==> src/rtl/xbusPkg.sv <==
package xbusPkg;

  typedef enum logic [2:0] {
    ST_IDLE,
    ST_ADDR,
    ST_STRB,
    ST_HOLD,
    ST_DONE
  } phaseT;

  // device width selected by address window, code equals address[27:26]
  typedef enum logic [1:0] {
    W32 = 2'd0,
    W16 = 2'd1,
    W8  = 2'd2
  } widthT;

  // strobes and phase levels from control to datapath
  typedef struct packed {
    logic loadReq;
    logic loadFirst;
    logic stepNext;
    logic capture;
    logic setErr;
    logic inAddr;
    logic inStrb;
    logic inHold;
    logic inDone;
  } ctlT;

endpackage

==> src/rtl/xbusCtrl.sv <==
module xbusCtrl
  import xbusPkg::*;
#(
  parameter int CNT_W   = 4,
  parameter int TIMEOUT = 255
) (
  input  logic             clk,
  input  logic             rstN,
  input  logic             reqValid,
  input  logic             decodeHit,
  input  logic             anyActive,
  input  logic             nextValid,
  input  logic             eackN,
  input  logic [CNT_W-1:0] cfgSetup,
  input  logic [CNT_W-1:0] cfgStrobe,
  input  logic [CNT_W-1:0] cfgHold,
  output ctlT              ctl,
  output logic             respReady
);

  localparam int TO_W = ($clog2(TIMEOUT + 1) > CNT_W) ? $clog2(TIMEOUT + 1) : CNT_W;

  phaseT          stateQ, stateD;
  logic [TO_W-1:0] cntQ, cntD;
  logic            strbDone;

  assign strbDone  = (cntQ >= TO_W'(cfgStrobe)) && !eackN;
  assign respReady = ctl.inDone;

  always_comb begin
    stateD     = stateQ;
    cntD       = cntQ;
    ctl        = '0;
    ctl.inAddr = (stateQ == ST_ADDR);
    ctl.inStrb = (stateQ == ST_STRB);
    ctl.inHold = (stateQ == ST_HOLD);
    ctl.inDone = (stateQ == ST_DONE);
    unique case (stateQ)
      ST_IDLE: begin
        if (reqValid) begin
          ctl.loadReq = 1'b1;
          cntD        = '0;
          if (!decodeHit) begin
            ctl.setErr = 1'b1;
            stateD     = ST_DONE;
          end else if (!anyActive) begin
            stateD = ST_DONE;
          end else begin
            ctl.loadFirst = 1'b1;
            stateD        = ST_ADDR;
          end
        end
      end
      ST_ADDR: begin
        if (cntQ == TO_W'(cfgSetup)) begin
          cntD   = '0;
          stateD = ST_STRB;
        end else begin
          cntD = cntQ + TO_W'(1);
        end
      end
      ST_STRB: begin
        if (strbDone) begin
          ctl.capture = 1'b1;
          cntD        = '0;
          if (cfgHold != '0) begin
            stateD = ST_HOLD;
          end else if (nextValid) begin
            ctl.stepNext = 1'b1;
            stateD       = ST_ADDR;
          end else begin
            stateD = ST_DONE;
          end
        end else if (cntQ == TO_W'(TIMEOUT - 1)) begin
          ctl.setErr = 1'b1;
          stateD     = ST_DONE;
        end else begin
          cntD = cntQ + TO_W'(1);
        end
      end
      ST_HOLD: begin
        if (cntQ + TO_W'(1) == TO_W'(cfgHold)) begin
          cntD = '0;
          if (nextValid) begin
            ctl.stepNext = 1'b1;
            stateD       = ST_ADDR;
          end else begin
            stateD = ST_DONE;
          end
        end else begin
          cntD = cntQ + TO_W'(1);
        end
      end
      ST_DONE: stateD = ST_IDLE;
      default: stateD = ST_IDLE;
    endcase
  end

  always_ff @(posedge clk or negedge rstN) begin
    if (!rstN) begin
      stateQ <= ST_IDLE;
      cntQ   <= '0;
    end else begin
      stateQ <= stateD;
      cntQ   <= cntD;
    end
  end

endmodule

==> src/rtl/xbusDatapath.sv <==
module xbusDatapath
  import xbusPkg::*;
#(
  parameter int NUM_CS  = 6,
  parameter int MATCH_W = 4
) (
  input  logic                      clk,
  input  logic                      rstN,
  input  logic                      reqWrite,
  input  logic [31:2]               reqAddr,
  input  logic [31:0]               reqWdata,
  input  logic [3:0]                reqBe,
  input  logic                      cfgDemux,
  input  logic [NUM_CS-1:0]         cfgCsEnable,
  input  logic [NUM_CS*MATCH_W-1:0] cfgCsMatch,
  input  ctlT                       ctl,
  output logic                      decodeHit,
  output logic                      anyActive,
  output logic                      nextValid,
  output logic [31:0]               respRdata,
  output logic                      respError,
  output logic [NUM_CS-1:0]         csN,
  output logic                      ale,
  output logic                      rdN,
  output logic                      wrN,
  output logic [3:0]                beN,
  output logic [31:0]               adOut,
  output logic                      adOe,
  input  logic [31:0]               adIn,
  output logic [23:0]               addrOut
);

  // request state
  logic [31:2]       addrQ;
  logic [31:0]       wdataQ;
  logic [31:0]       rdataQ;
  logic [3:0]        beQ;
  logic              writeQ;
  widthT             widthQ;
  logic [NUM_CS-1:0] csQ;
  logic [1:0]        subQ;
  logic              errQ;

  // decode of the incoming request
  logic              winOk;
  logic [NUM_CS-1:0] hitVec;
  logic [NUM_CS-1:0] csPick;
  widthT             reqWidth;
  logic [3:0]        loadMask, curMask;
  logic [1:0]        firstIdx, nextIdx;

  function automatic logic [3:0] laneMask(widthT w, logic [3:0] be);
    case (w)
      W8:      return be;
      W16:     return {2'b00, |be[3:2], |be[1:0]};
      default: return {3'b000, |be};
    endcase
  endfunction

  assign winOk = (reqAddr[31:28] == 4'h1) && (reqAddr[27:26] != 2'b11);

  for (genvar i = 0; i < NUM_CS; i++) begin : g_csHit
    assign hitVec[i] = cfgCsEnable[i] && winOk &&
                       (cfgCsMatch[i*MATCH_W +: MATCH_W] == reqAddr[27:24]);
  end

  assign csPick    = hitVec & (~hitVec + NUM_CS'(1));
  assign decodeHit = |hitVec;

  always_comb begin
    reqWidth = widthT'(reqAddr[27:26]);
    if (cfgDemux && reqWidth == W32) reqWidth = W16;
  end

  assign loadMask  = laneMask(reqWidth, reqBe);
  assign curMask   = laneMask(widthQ, beQ);
  assign anyActive = |loadMask;

  always_comb begin
    firstIdx = 2'd0;
    for (int i = 3; i >= 0; i--) begin
      if (loadMask[i]) firstIdx = 2'(i);
    end
  end

  always_comb begin
    nextValid = 1'b0;
    nextIdx   = subQ;
    for (int i = 3; i >= 0; i--) begin
      if (curMask[i] && i > int'(subQ)) begin
        nextValid = 1'b1;
        nextIdx   = 2'(i);
      end
    end
  end

  always_ff @(posedge clk or negedge rstN) begin
    if (!rstN) begin
      addrQ  <= '0;
      wdataQ <= '0;
      rdataQ <= '0;
      beQ    <= '0;
      writeQ <= 1'b0;
      widthQ <= W32;
      csQ    <= '0;
      subQ   <= '0;
      errQ   <= 1'b0;
    end else begin
      if (ctl.loadReq) begin
        addrQ  <= reqAddr;
        wdataQ <= reqWdata;
        beQ    <= reqBe;
        writeQ <= reqWrite;
        widthQ <= reqWidth;
        csQ    <= csPick;
        rdataQ <= '0;
        errQ   <= 1'b0;
      end
      if (ctl.loadFirst) subQ <= firstIdx;
      if (ctl.stepNext)  subQ <= nextIdx;
      if (ctl.capture && !writeQ) begin
        case (widthQ)
          W8:      rdataQ[{subQ, 3'b000} +: 8]   <= adIn[7:0];
          W16:     rdataQ[{subQ[0], 4'b0000} +: 16] <= adIn[15:0];
          default: rdataQ <= adIn;
        endcase
      end
      if (ctl.setErr) errQ <= 1'b1;
    end
  end

  // per sub-cycle address, data and lane enables
  logic [31:0] extAddr;
  logic [31:0] laneData;
  logic [3:0]  laneBe;
  logic        active;

  always_comb begin
    case (widthQ)
      W8: begin
        extAddr  = {addrQ, subQ};
        laneData = {24'h0, wdataQ[{subQ, 3'b000} +: 8]};
        laneBe   = 4'b0001;
      end
      W16: begin
        extAddr  = {addrQ, subQ[0], 1'b0};
        laneData = {16'h0, wdataQ[{subQ[0], 4'b0000} +: 16]};
        laneBe   = {2'b00, beQ[{subQ[0], 1'b0} +: 2]};
      end
      default: begin
        extAddr  = {addrQ, 2'b00};
        laneData = wdataQ;
        laneBe   = beQ;
      end
    endcase
  end

  assign active    = ctl.inAddr | ctl.inStrb | ctl.inHold;
  assign csN       = active ? ~csQ : '1;
  assign ale       = ctl.inAddr & ~cfgDemux;
  assign rdN       = ~(ctl.inStrb & ~writeQ);
  assign wrN       = ~(ctl.inStrb & writeQ);
  assign beN       = active ? ~laneBe : 4'hF;
  assign adOut     = (ctl.inAddr && !cfgDemux) ? extAddr :
                     ((active && writeQ) ? laneData : 32'h0);
  assign adOe      = (ctl.inAddr && !cfgDemux) || (active && writeQ);
  assign addrOut   = active ? extAddr[23:0] : 24'h0;
  assign respRdata = rdataQ;
  assign respError = errQ;

endmodule

==> src/rtl/xbusBridge.sv <==
module xbusBridge
  import xbusPkg::*;
#(
  parameter int NUM_CS  = 6,
  parameter int CNT_W   = 4,
  parameter int TIMEOUT = 255
) (
  input  logic                 clk,
  input  logic                 rstN,
  input  logic                 reqValid,
  input  logic                 reqWrite,
  input  logic [31:2]          reqAddr,
  input  logic [31:0]          reqWdata,
  input  logic [3:0]           reqBe,
  output logic                 respReady,
  output logic [31:0]          respRdata,
  output logic                 respError,
  input  logic                 cfgDemux,
  input  logic [CNT_W-1:0]     cfgSetup,
  input  logic [CNT_W-1:0]     cfgStrobe,
  input  logic [CNT_W-1:0]     cfgHold,
  input  logic [NUM_CS-1:0]    cfgCsEnable,
  input  logic [NUM_CS*4-1:0]  cfgCsMatch,
  output logic [NUM_CS-1:0]    csN,
  output logic                 ale,
  output logic                 rdN,
  output logic                 wrN,
  output logic [3:0]           beN,
  output logic [31:0]          adOut,
  output logic                 adOe,
  input  logic [31:0]          adIn,
  output logic [23:0]          addrOut,
  input  logic                 eackN
);

  ctlT  ctl;
  logic decodeHit, anyActive, nextValid;

  xbusCtrl #(.CNT_W(CNT_W), .TIMEOUT(TIMEOUT)) i_ctrl (
    .clk(clk), .rstN(rstN), .reqValid(reqValid),
    .decodeHit(decodeHit), .anyActive(anyActive), .nextValid(nextValid),
    .eackN(eackN), .cfgSetup(cfgSetup), .cfgStrobe(cfgStrobe), .cfgHold(cfgHold),
    .ctl(ctl), .respReady(respReady)
  );

  xbusDatapath #(.NUM_CS(NUM_CS), .MATCH_W(4)) i_dp (
    .clk(clk), .rstN(rstN), .reqWrite(reqWrite), .reqAddr(reqAddr),
    .reqWdata(reqWdata), .reqBe(reqBe), .cfgDemux(cfgDemux),
    .cfgCsEnable(cfgCsEnable), .cfgCsMatch(cfgCsMatch), .ctl(ctl),
    .decodeHit(decodeHit), .anyActive(anyActive), .nextValid(nextValid),
    .respRdata(respRdata), .respError(respError), .csN(csN), .ale(ale),
    .rdN(rdN), .wrN(wrN), .beN(beN), .adOut(adOut), .adOe(adOe),
    .adIn(adIn), .addrOut(addrOut)
  );

endmodule

==> config.mk <==
export PLATFORM = sky130hd
export DESIGN_NAME = xbusBridge
export DESIGN_NICKNAME = d
export VERILOG_FILES = /design/src/rtl/xbusPkg.sv /design/src/rtl/xbusCtrl.sv /design/src/rtl/xbusDatapath.sv /design/src/rtl/xbusBridge.sv
export SDC_FILE = /design/constraint.sdc
export NUM_CORES = 1
export LEC_CHECK = 0
export CAP_MARGIN = 15
export CORE_UTILIZATION = 60
export DETAILED_ROUTE_END_ITERATION = 7
export DONT_BUFFER_PORTS = 1
export PLACE_DENSITY = 0.76
export SLEW_MARGIN = 10
export SYNTH_ARGS = -nofsm -noshare
export SYNTH_HDL_FRONTEND = slang
export SYNTH_SLANG_ARGS = --single-unit
==> constraint.sdc <==
create_clock -name clk -period 6.1 [get_ports clk]
set_clock_uncertainty 0.15 [all_clocks]
set_input_delay 0.61 -clock clk [delete_from_list [all_inputs] [get_ports clk]]
set_output_delay 0.61 -clock clk [all_outputs]
set_load 0.03 [all_outputs]
# --- Word-level counts from Yosys, hierarchy flattened ---
# Cells that the tools add are included.
word_totals:
  out_inout_bits: 104
  input_bits: 146
  wordCells: 167
  regBits: 121
classes:
  n_reduce_logical: 42
  n_mux: 61
  addsub: 4
  n_lt_le_gt_ge: 4
  n_shift: 7
  eq_ne: 25
  n_bitwise: 13
op_table:
  columns: ["op", "count"]
  rows:
  - ["32-bit two-way mux", 4]
  - ["32-bit case mux with 2 select lines", 2]
  - ["32-bit bitwise mux", 2]
  - ["8-bit two-way mux", 5]
  - ["8-bit case mux with 4 select lines", 1]
  - ["16-bit by 7-bit variable shift with 32-bit output, first input constant", 1]
  - ["8-bit by 7-bit variable shift with 32-bit output, first input constant", 1]
  - ["16-bit by 7-bit indexed part select with 32-bit output", 1]
  - ["32-bit by 6-bit indexed part select with 16-bit output", 1]
  - ["32-bit by 6-bit indexed part select with 8-bit output", 1]
  - ["8-bit by 7-bit indexed part select with 32-bit output", 1]
  - ["3-bit two-way mux", 9]
  - ["2-bit two-way mux", 13]
  - ["4-bit equality test", 6]
  - ["24-bit two-way mux", 1]
  - ["4-bit case mux with 2 select lines", 3]
  - ["1-bit logical AND", 21]
  - ["8-bit by 4-bit equality test with 1-bit output", 2]
  - ["1-bit two-way mux", 15]
  - ["5-bit negator with 7-bit output", 2]
  - ["6-bit inverter", 2]
  - ["3-bit case mux with 4 select lines", 1]
  - ["4-bit OR reduction", 3]
  - ["8-bit by 1-bit adder with 8-bit output, second input constant", 1]
  - ["other kinds (35)", 57]

# --- Depth between registers and ports, before layout ---
# Gate-level depths: netlist of run 1.
logic_depth:
  word_depth: 14
  mapped_depth: 11
  ltp_nobuf: 9

# --- Modules after synthesis ---
# A second synthesis of run 1 with hierarchy kept.
hier_totals:
  cells_unflattened: 837
  area_unflattened_um2: 7856.3
modules_own_cells:
  columns: ["module", "area_per_inst_um2", "n_inst", "cells_per_inst", "seq_area_each_um2"]
  rows:
  - ["xbusDatapath", 6623.9, 1, 690, 2752.6]
  - ["xbusCtrl", 1232.4, 1, 147, 275.3]

# --- Least setup slack after synthesis of run 1 ---
# No wires, ideal clock.
synth_path:
  path_kind: "flip-flop to output port"
  from: "reg i_dp.widthQ[0]"
  to: "out adOut[2]"
  t_arrival_ns: 2.260
  path_stages_with_launch: 9
  setup_slack_ns: 3.080
  cell_sequence: "dfrtp_1 > inv_1 > ha_1 > a21o_1 > clkbuf_1 > nand2b_1 > o221a_2 > a221oi_1 > o31ai_1"
synth_between:
  elab_chain_cells: 4
synth_lines:
  columns: ["item", "line", "rtl"]
  rows:
  - ["start, declared", "xbusDatapath.sv:39", "widthT widthQ;"]
  - ["start signal, assigned", "xbusDatapath.sv:114", "widthQ <= reqWidth;"]
  - ["2-bit by 1-bit equality test with 1-bit output or 2-bit equality test (tied branches)", "xbusDatapath.sv:139", "case (widthQ)"]
  - ["32-bit case mux with 2 select lines (*)", "xbusDatapath.sv:139", null]
  - ["32-bit two-way mux (*)", "xbusDatapath.sv:165", "((active && writeQ) ? laneData : 32'h0);"]
  - ["32-bit two-way mux (*)", "xbusDatapath.sv:164", "assign adOut = (ctl.inAddr && !cfgDemux) ? extAddr :"]
  - ["end, declared", "xbusBridge.sv:29", "output logic [31:0] adOut,"]
# Mark *: on every way between the ends. The rest lies on a longest branch, timed or not.

# --- Final worst setup path of run 1 ---
layout_path:
  from: "reg i_dp.widthQ[0]"
  to: "out adOut[0]"
layout_between:
  elab_chain_cells: 4
layout_lines:
  columns: ["item", "line"]
  rows:
  - ["2-bit by 1-bit equality test with 1-bit output or 2-bit equality test (tied branches)", "xbusDatapath.sv:139"]
  - ["32-bit case mux with 2 select lines", "xbusDatapath.sv:139"]
  - ["32-bit two-way mux", "xbusDatapath.sv:165"]
  - ["32-bit two-way mux (*)", "xbusDatapath.sv:164"]
# Marks and branches as above.

==> results of run 1 <==
state kept, by name, summed over array words and instances, names as in the netlist:
signal,flops
i_dp.subQ,2
i_dp.wdataQ,32
i_dp.respRdata,32
i_ctrl.stateQ,3
i_dp.addrQ,30
i_dp.writeQ,1
i_dp.widthQ,2
i_dp.respError,1
i_ctrl.cntQ,8
i_dp.beQ,4
i_dp.csQ,6
cells in the final DEF (no fill, tap or decap), drive strengths merged, types with 12 or more instances in the layout:
master / instances
and2: 24
xnor2: 15
a221o: 22
dfrtp: 121
inv: 36
a32o: 16
a22o: 23
a22oi: 15
o211ai: 12
nor2: 40
nand2: 284
clkbuf: 18
nor2b: 13
a21oi: 13
xor2: 16
nand3: 32
ha: 15
o21ai: 107
power groups by stage:
stage / sequential, mW / combinational [mW] / clock, mW
after global placement: 1.28 / 1.21 / 0
after global routing: 1.30 / 1.42 / 1.01
after CTS: 1.27 / 1.26 / 0.976
after detailed placement: 1.28 / 1.23 / 0
after floorplan: 1.18 / 1.01 / 0
final: 1.28 / 1.28 / 0.969
metrics by stage:
step | instances | util [%]
floorplan | 997 | -
global placement | 1103 | 62.1
detailed placement | 1103 | 62.1
CTS | 1136 | 66.8
global route | 1136 | 66.8
finish | 1136 | 66.8
cell usage after synthesis (6+ instances only):
master / number / area share [%]
a21o_1: 6 / 0.57
a21oi_1: 11 / 0.70
a221o_1: 22 / 2.8
a22o_1: 23 / 2.5
a22oi_1: 15 / 1.4
a32o_1: 16 / 2.0
a32oi_1: 8 / 0.88
and2_1: 24 / 1.9
buf_1: 13 / 0.62
buf_2: 13 / 0.82
clkbuf_1: 45 / 2.1
dfrtp_1: 121 / 38
ha_1: 15 / 2.4
inv_1: 31 / 1.5
mux2i_1: 6 / 0.76
nand2_1: 284 / 13
nand2b_1: 6 / 0.47
nand3_1: 31 / 2.0
nor2_1: 38 / 1.8
nor2b_1: 13 / 1.0
nor3_1: 10 / 0.63
o211ai_1: 12 / 1.1
o21ai_0: 91 / 5.8
o21ai_1: 16 / 1.0
o21bai_1: 7 / 0.66
o31ai_1: 8 / 0.76
or2_2: 7 / 0.55
xnor2_1: 15 / 1.7
xor2_1: 16 / 1.8
area by class of cell:
type | count | area, um^2 | area share, %
multi-input cells | 772 | 4490 | 52.8
flip-flops and latches | 121 | 3030 | 35.6
clock buffers | 18 | 429 | 5.05
well taps | 172 | 215 | 2.53
clock inverters | 14 | 139 | 1.63
inverters | 31 | 116 | 1.37
repair buffers | 8 | 80.1 | 0.942
logic make-up (layout without fill, tap and decap cells):
kind of cell | Yosys count | count (layout) | synth area share, %
buf+inv | 104 | 71 | 5.28
flops | 121 | 121 | 38.2
simple gates | 445 | 445 | 25.2
compound gates | 274 | 274 | 24.6
mux | 7 | 7 | 0.900
xor+xnor | 31 | 31 | 3.43
fa+ha+maj | 15 | 15 | 2.37
routing by layer:
layer	part of all wire [%]	up-vias	global-route usage [%]
met5	0	-	0
met4	2.1	0	11.6
met3	11	45	10.6
met2	46	428	52.7
met1	40	3434	43.5
li1	-	3420	-
worst max-delay path by stage:
stage | end | slack (ns) | cells after the start
after CTS | adOut[0] | 1.50 | 8
final | adOut[0] | 1.40 | 8
after floorplan | adOut[2] | 3.08 | 8
after detailed placement | adOut[0] | 1.96 | 8
after global routing | adOut[0] | 1.25 | 8
after global placement | adOut[0] | 1.98 | 8
==> flow_summary.yaml, run 1 <==
outcome:
  status: "finished, violations left"
  violations: "hold timing"
worst_setup_path:
  crit_top_cell: "inv_1"
  cp-start-kind: "flip-flop"
  worstPathArrival_ns: 3.94
  crit_slowest_cell: "o21ai_0"
  r2r_setup_slack_ns: 3.03
  path_buf_inv: 3
  setup.worst_path.class: "reg2out"
  cp_cell_sequence: "inv_1 -> ha_1 -> buf_4 -> inv_1 -> nand2_1 -> nor2_1 -> a222oi_1 -> o21ai_0"
  cp.required_ns: 5.34
  worstSetupEndpointType: "output pin"
  reg2reg_depth: 8
  max_stage_delay_ns: 0.93
  crit-reg2reg-launch: "i_ctrl.cntQ[0]"
  path_max_fanout: 42
  reg2reg_to: "i_ctrl.cntQ[5]"
  cp_top_family: "buffers and inverters"
  startpoint: "i_dp.widthQ[0]"
yosys:
  syn_avg_cell_area_um2: 7.94
  syn_inst: 997
  async_flop_share_pct: 100
  ys_warn_count: 0
  seq_area_frac_synth_pct: 38.2
  ys_seq_elements: 121
  synth_edf_count: 0
  synth_nets: 1158
  synthFlopType: "dfrtp_1"
  synth_cell_types: 69
  syn_area_um2: 7920
placement:
  io_buffers: 0
  place.gp.congestion: 0.859
  placedInstanceArea_um2: 7910
  dp_hpwl_um: 15700
  pre_cts_ws_ns: 1.96
power:
  p_comb_share_pct: 36.3
  pwr-share-seq_pct: 36.3
  switching_share_pct: 42.4
  p_leak_nw: 3.73
  power.total_mw: 3.54
  cellPowerDensity_nw_per_um2: 416
  p_int_mw: 2.04
  p_sw_mw: 1.50
  clkPwrFrac_pct: 27.4
  irDropWorstVdd_v: 0.000292
layout:
  diodes: 0
  drive_gt1_share_pct: 7.16
  fill_cells: 1097
  finalNetCount: 1112
  areaGrowthSynthToFinish_pct: 7.33
  fin_area_um2: 8500
timing:
  fmax_ghz: 0.213
  period_share_pct: 77.1
  tightest_slew_ns: 1.11
  maxSlewHeadroom_pct: 25.4
  period_minus_slack_ns: 4.70
  final-hold-violation-count: 24
  rsz0062_at_grt: "false"
  tns_ns: 0
  slew_viol_final: 0
  timing.hold.ws_ns: -0.0607
  fin_ws_ns: 1.40
  setup_violations: 0
clock_tree:
  cts_hold_buffers: 1
  cts.sinks: 121
  cts.repair.resized: 0
  cts_tree: "built"
  post_cts_buffers: 0
  cts.clk_slew.worst_paths_ns: 0.06
  clk_latency_ns: 0.42
  cts_buffers: 17
  clock_path_buffers: 2
  htree_num_levels: 4
  root_buffer: "clkbuf_16"
floorplan:
  rows: 41
  fp.dieW_um: 117
  dieArea_um2: 13700
  die_y_um: 117
  io_pins: 250
  core-area_um2: 12700
  start_util_pct: 62.3
grt:
  grt_pass1_wl_um: 34800
  grt-ovfl-total: 0
  grt_max_degree: 122
  grt_pass1_vias: 6566
  grt_usage_pct: 33.4
  antenna_found_initial: 0
drt:
  wire_per_inst_um: 20.3
  drt_first_pass_iters: 5
  wirelength_um: 23000
  post_drt_via_cell_ratio: 6.45
  vias: 7327
  drc: 0
  drtIter0Drc: 763
  postRouteAntennaNets: 0
hold_path:
  hp-class: "in2async"
flow_run:
  maxCapViolations: 0
Note: power is estimated with default switching activity, not from simulation.
==> run 2, diff against run 1 <==
Clock period 6.1 ns to 4.8 ns, I/O delays scaled along.
==> run 2 against run 1 <==
- the flow now finishes without violations
- sequential share of layout area shrank 0.66 points
- count of clock-buffer cells in the layout shrank 1
- hold slack gained 0.074 ns
- first-iteration DRC count grew 18%
- critical endpoint is now adOut[14]
- largest cell class unchanged
==> flow_summary.yaml, run 2 (synthesis results as in run 1) <==
clock_tree:
  clk_latency_ns: 0.42
  cts_buffers: 17
  cts.repair.resized: 0
  cts.sinks: 121
  clock_path_buffers: 2
  cts_tree: "built"
  root_buffer: "clkbuf_16"
  htree_num_levels: 4
  cts.clk_slew.worst_paths_ns: 0.06
layout:
  diodes: 0
  layout_commonest_cell: "nand2_1"
  areaGrowthSynthToFinish_pct: 9.35
  finalNetCount: 1129
  fill_cells: 1102
  fin_area_um2: 8660
  fin_cells: 1153
  drive_gt1_share_pct: 8.77
  layout_common_cells: "nand2_1, dfrtp_1, o21ai_0, nor2_1"
timing:
  period_share_pct: 79.8
  fmax_ghz: 0.261
  timing.hold.ws_ns: 0.0130
  tightest_slew_ns: 1.07
  tns_ns: 0
  final-hold-violation-count: 0
  maxSlewHeadroom_pct: 28.0
  slew_viol_final: 0
  rsz0062_at_grt: "false"
  setup_violations: 0
  period_minus_slack_ns: 3.83
floorplan:
  rows: 41
  die_y_um: 117
  fp.dieW_um: 117
  io_pins: 250
  dieArea_um2: 13700
  core-area_um2: 12700
  start_util_pct: 62.3
placement:
  placedInstanceArea_um2: 8020
  placed_cells: 1118
  io_buffers: 0
  place.gp.congestion: 0.862
  dp_hpwl_um: 16000
power:
  irDropWorstVdd_v: 0.000349
  cellPowerDensity_nw_per_um2: 525
  p_leak_nw: 3.84
  power.total_mw: 4.54
drt:
  drc: 0
  postRouteAntennaNets: 0
  wl_met1_um: 9400
  post_drt_via_cell_ratio: 6.35
  highest_layer: "met4"
  met3_length_um: 2550
  drtIter0Drc: 903
  wirelength_um: 23100
  wire_per_inst_um: 20.0
  wl_met2_um: 10700
  vias: 7320
  drt_first_pass_iters: 7
worst_setup_path:
  path_max_fanout: 35
  setup.worst_path.class: "reg2out"
  worstSetupEndpointType: "output pin"
  worstPathArrival_ns: 3.20
  cp-start-kind: "flip-flop"
  cp.required_ns: 4.17
flow_run:
  maxCapViolations: 0
grt:
  grt-ovfl-total: 0
  grt_max_degree: 122
  grt_pass1_vias: 6533
  antenna_found_initial: 0
  grt_usage_pct: 33.5
  grt_pass1_wl_um: 34800
outcome:
  status: "complete, no violations"
hold_path:
  hp-class: "in2reg"
-- run 2: final cells by class --
type	instances	area (um^2)	area share (%)
clock buffer	17	425	4.91
clock inverter	15	165	1.91
inverter	31	116	1.34
multi-input combinational	772	4490	51.9
sequential	121	3030	35.0
tap	172	215	2.48
timing repair buffer	25	218	2.51
-- run 2: timing repair --
item                      4_1_cts  5_1_grt
setup buffers                   0        0
hold endpoints to repair      121        0
hold buffers                    2        0
-- run 2: worst paths after layout --
check	start	cells after the start	end	slack, ns
setup reg to reg	i_dp.subQ[0]	7	i_dp.respRdata[24]	1.54
setup / recovery	i_dp.subQ[0]	6	adOut[14]	0.97
hold / removal	reqAddr[22]	2	i_dp.addrQ[22]	0.01
hold reg to reg	i_dp.addrQ[31]	2	i_dp.addrQ[31]	0.33
max in group asynchronous	rstN	2	i_dp.subQ[0]	3.39
min in group asynchronous	rstN	2	i_ctrl.cntQ[0]	0.55
-- run 2: through the flow --
step | setup WS (ns) | utilization (%)
3_3_place_gp | 1.54 | 63.0
3_5_place_dp | 1.49 | 63.0
2_1_floorplan | 1.91 | -
4_1_cts | 1.04 | 68.0
5_1_grt | 0.751 | 68.1
6_report | 0.970 | 68.1
-- run 2: power by group --
part / internal, mW / leakage, nW / total [mW] / switching [mW]
combinational: 0.572 / 1.98 / 1.64 / 1.07
clock: 0.774 / 0.289 / 1.28 / 0.507
sequential: 1.31 / 1.57 / 1.63 / 0.312
-- run 2: critical path, cell delays in order, from the launching register on --
cell and delay [ns]:
dfrtp_2 0.73, inv_1 0.40, nor2_1 0.57, nand2_1 0.12, o21ai_0 0.10, a22oi_1 0.09
o21ai_0 0.77
-- run 2: per-layer routing --
metal  track usage (%)  vias to the layer above
met5                 0                        -
met3              11.0                       40
li1                  -                     3456
met4              10.5                        0
met2              51.7                      405
met1              44.7                     3419
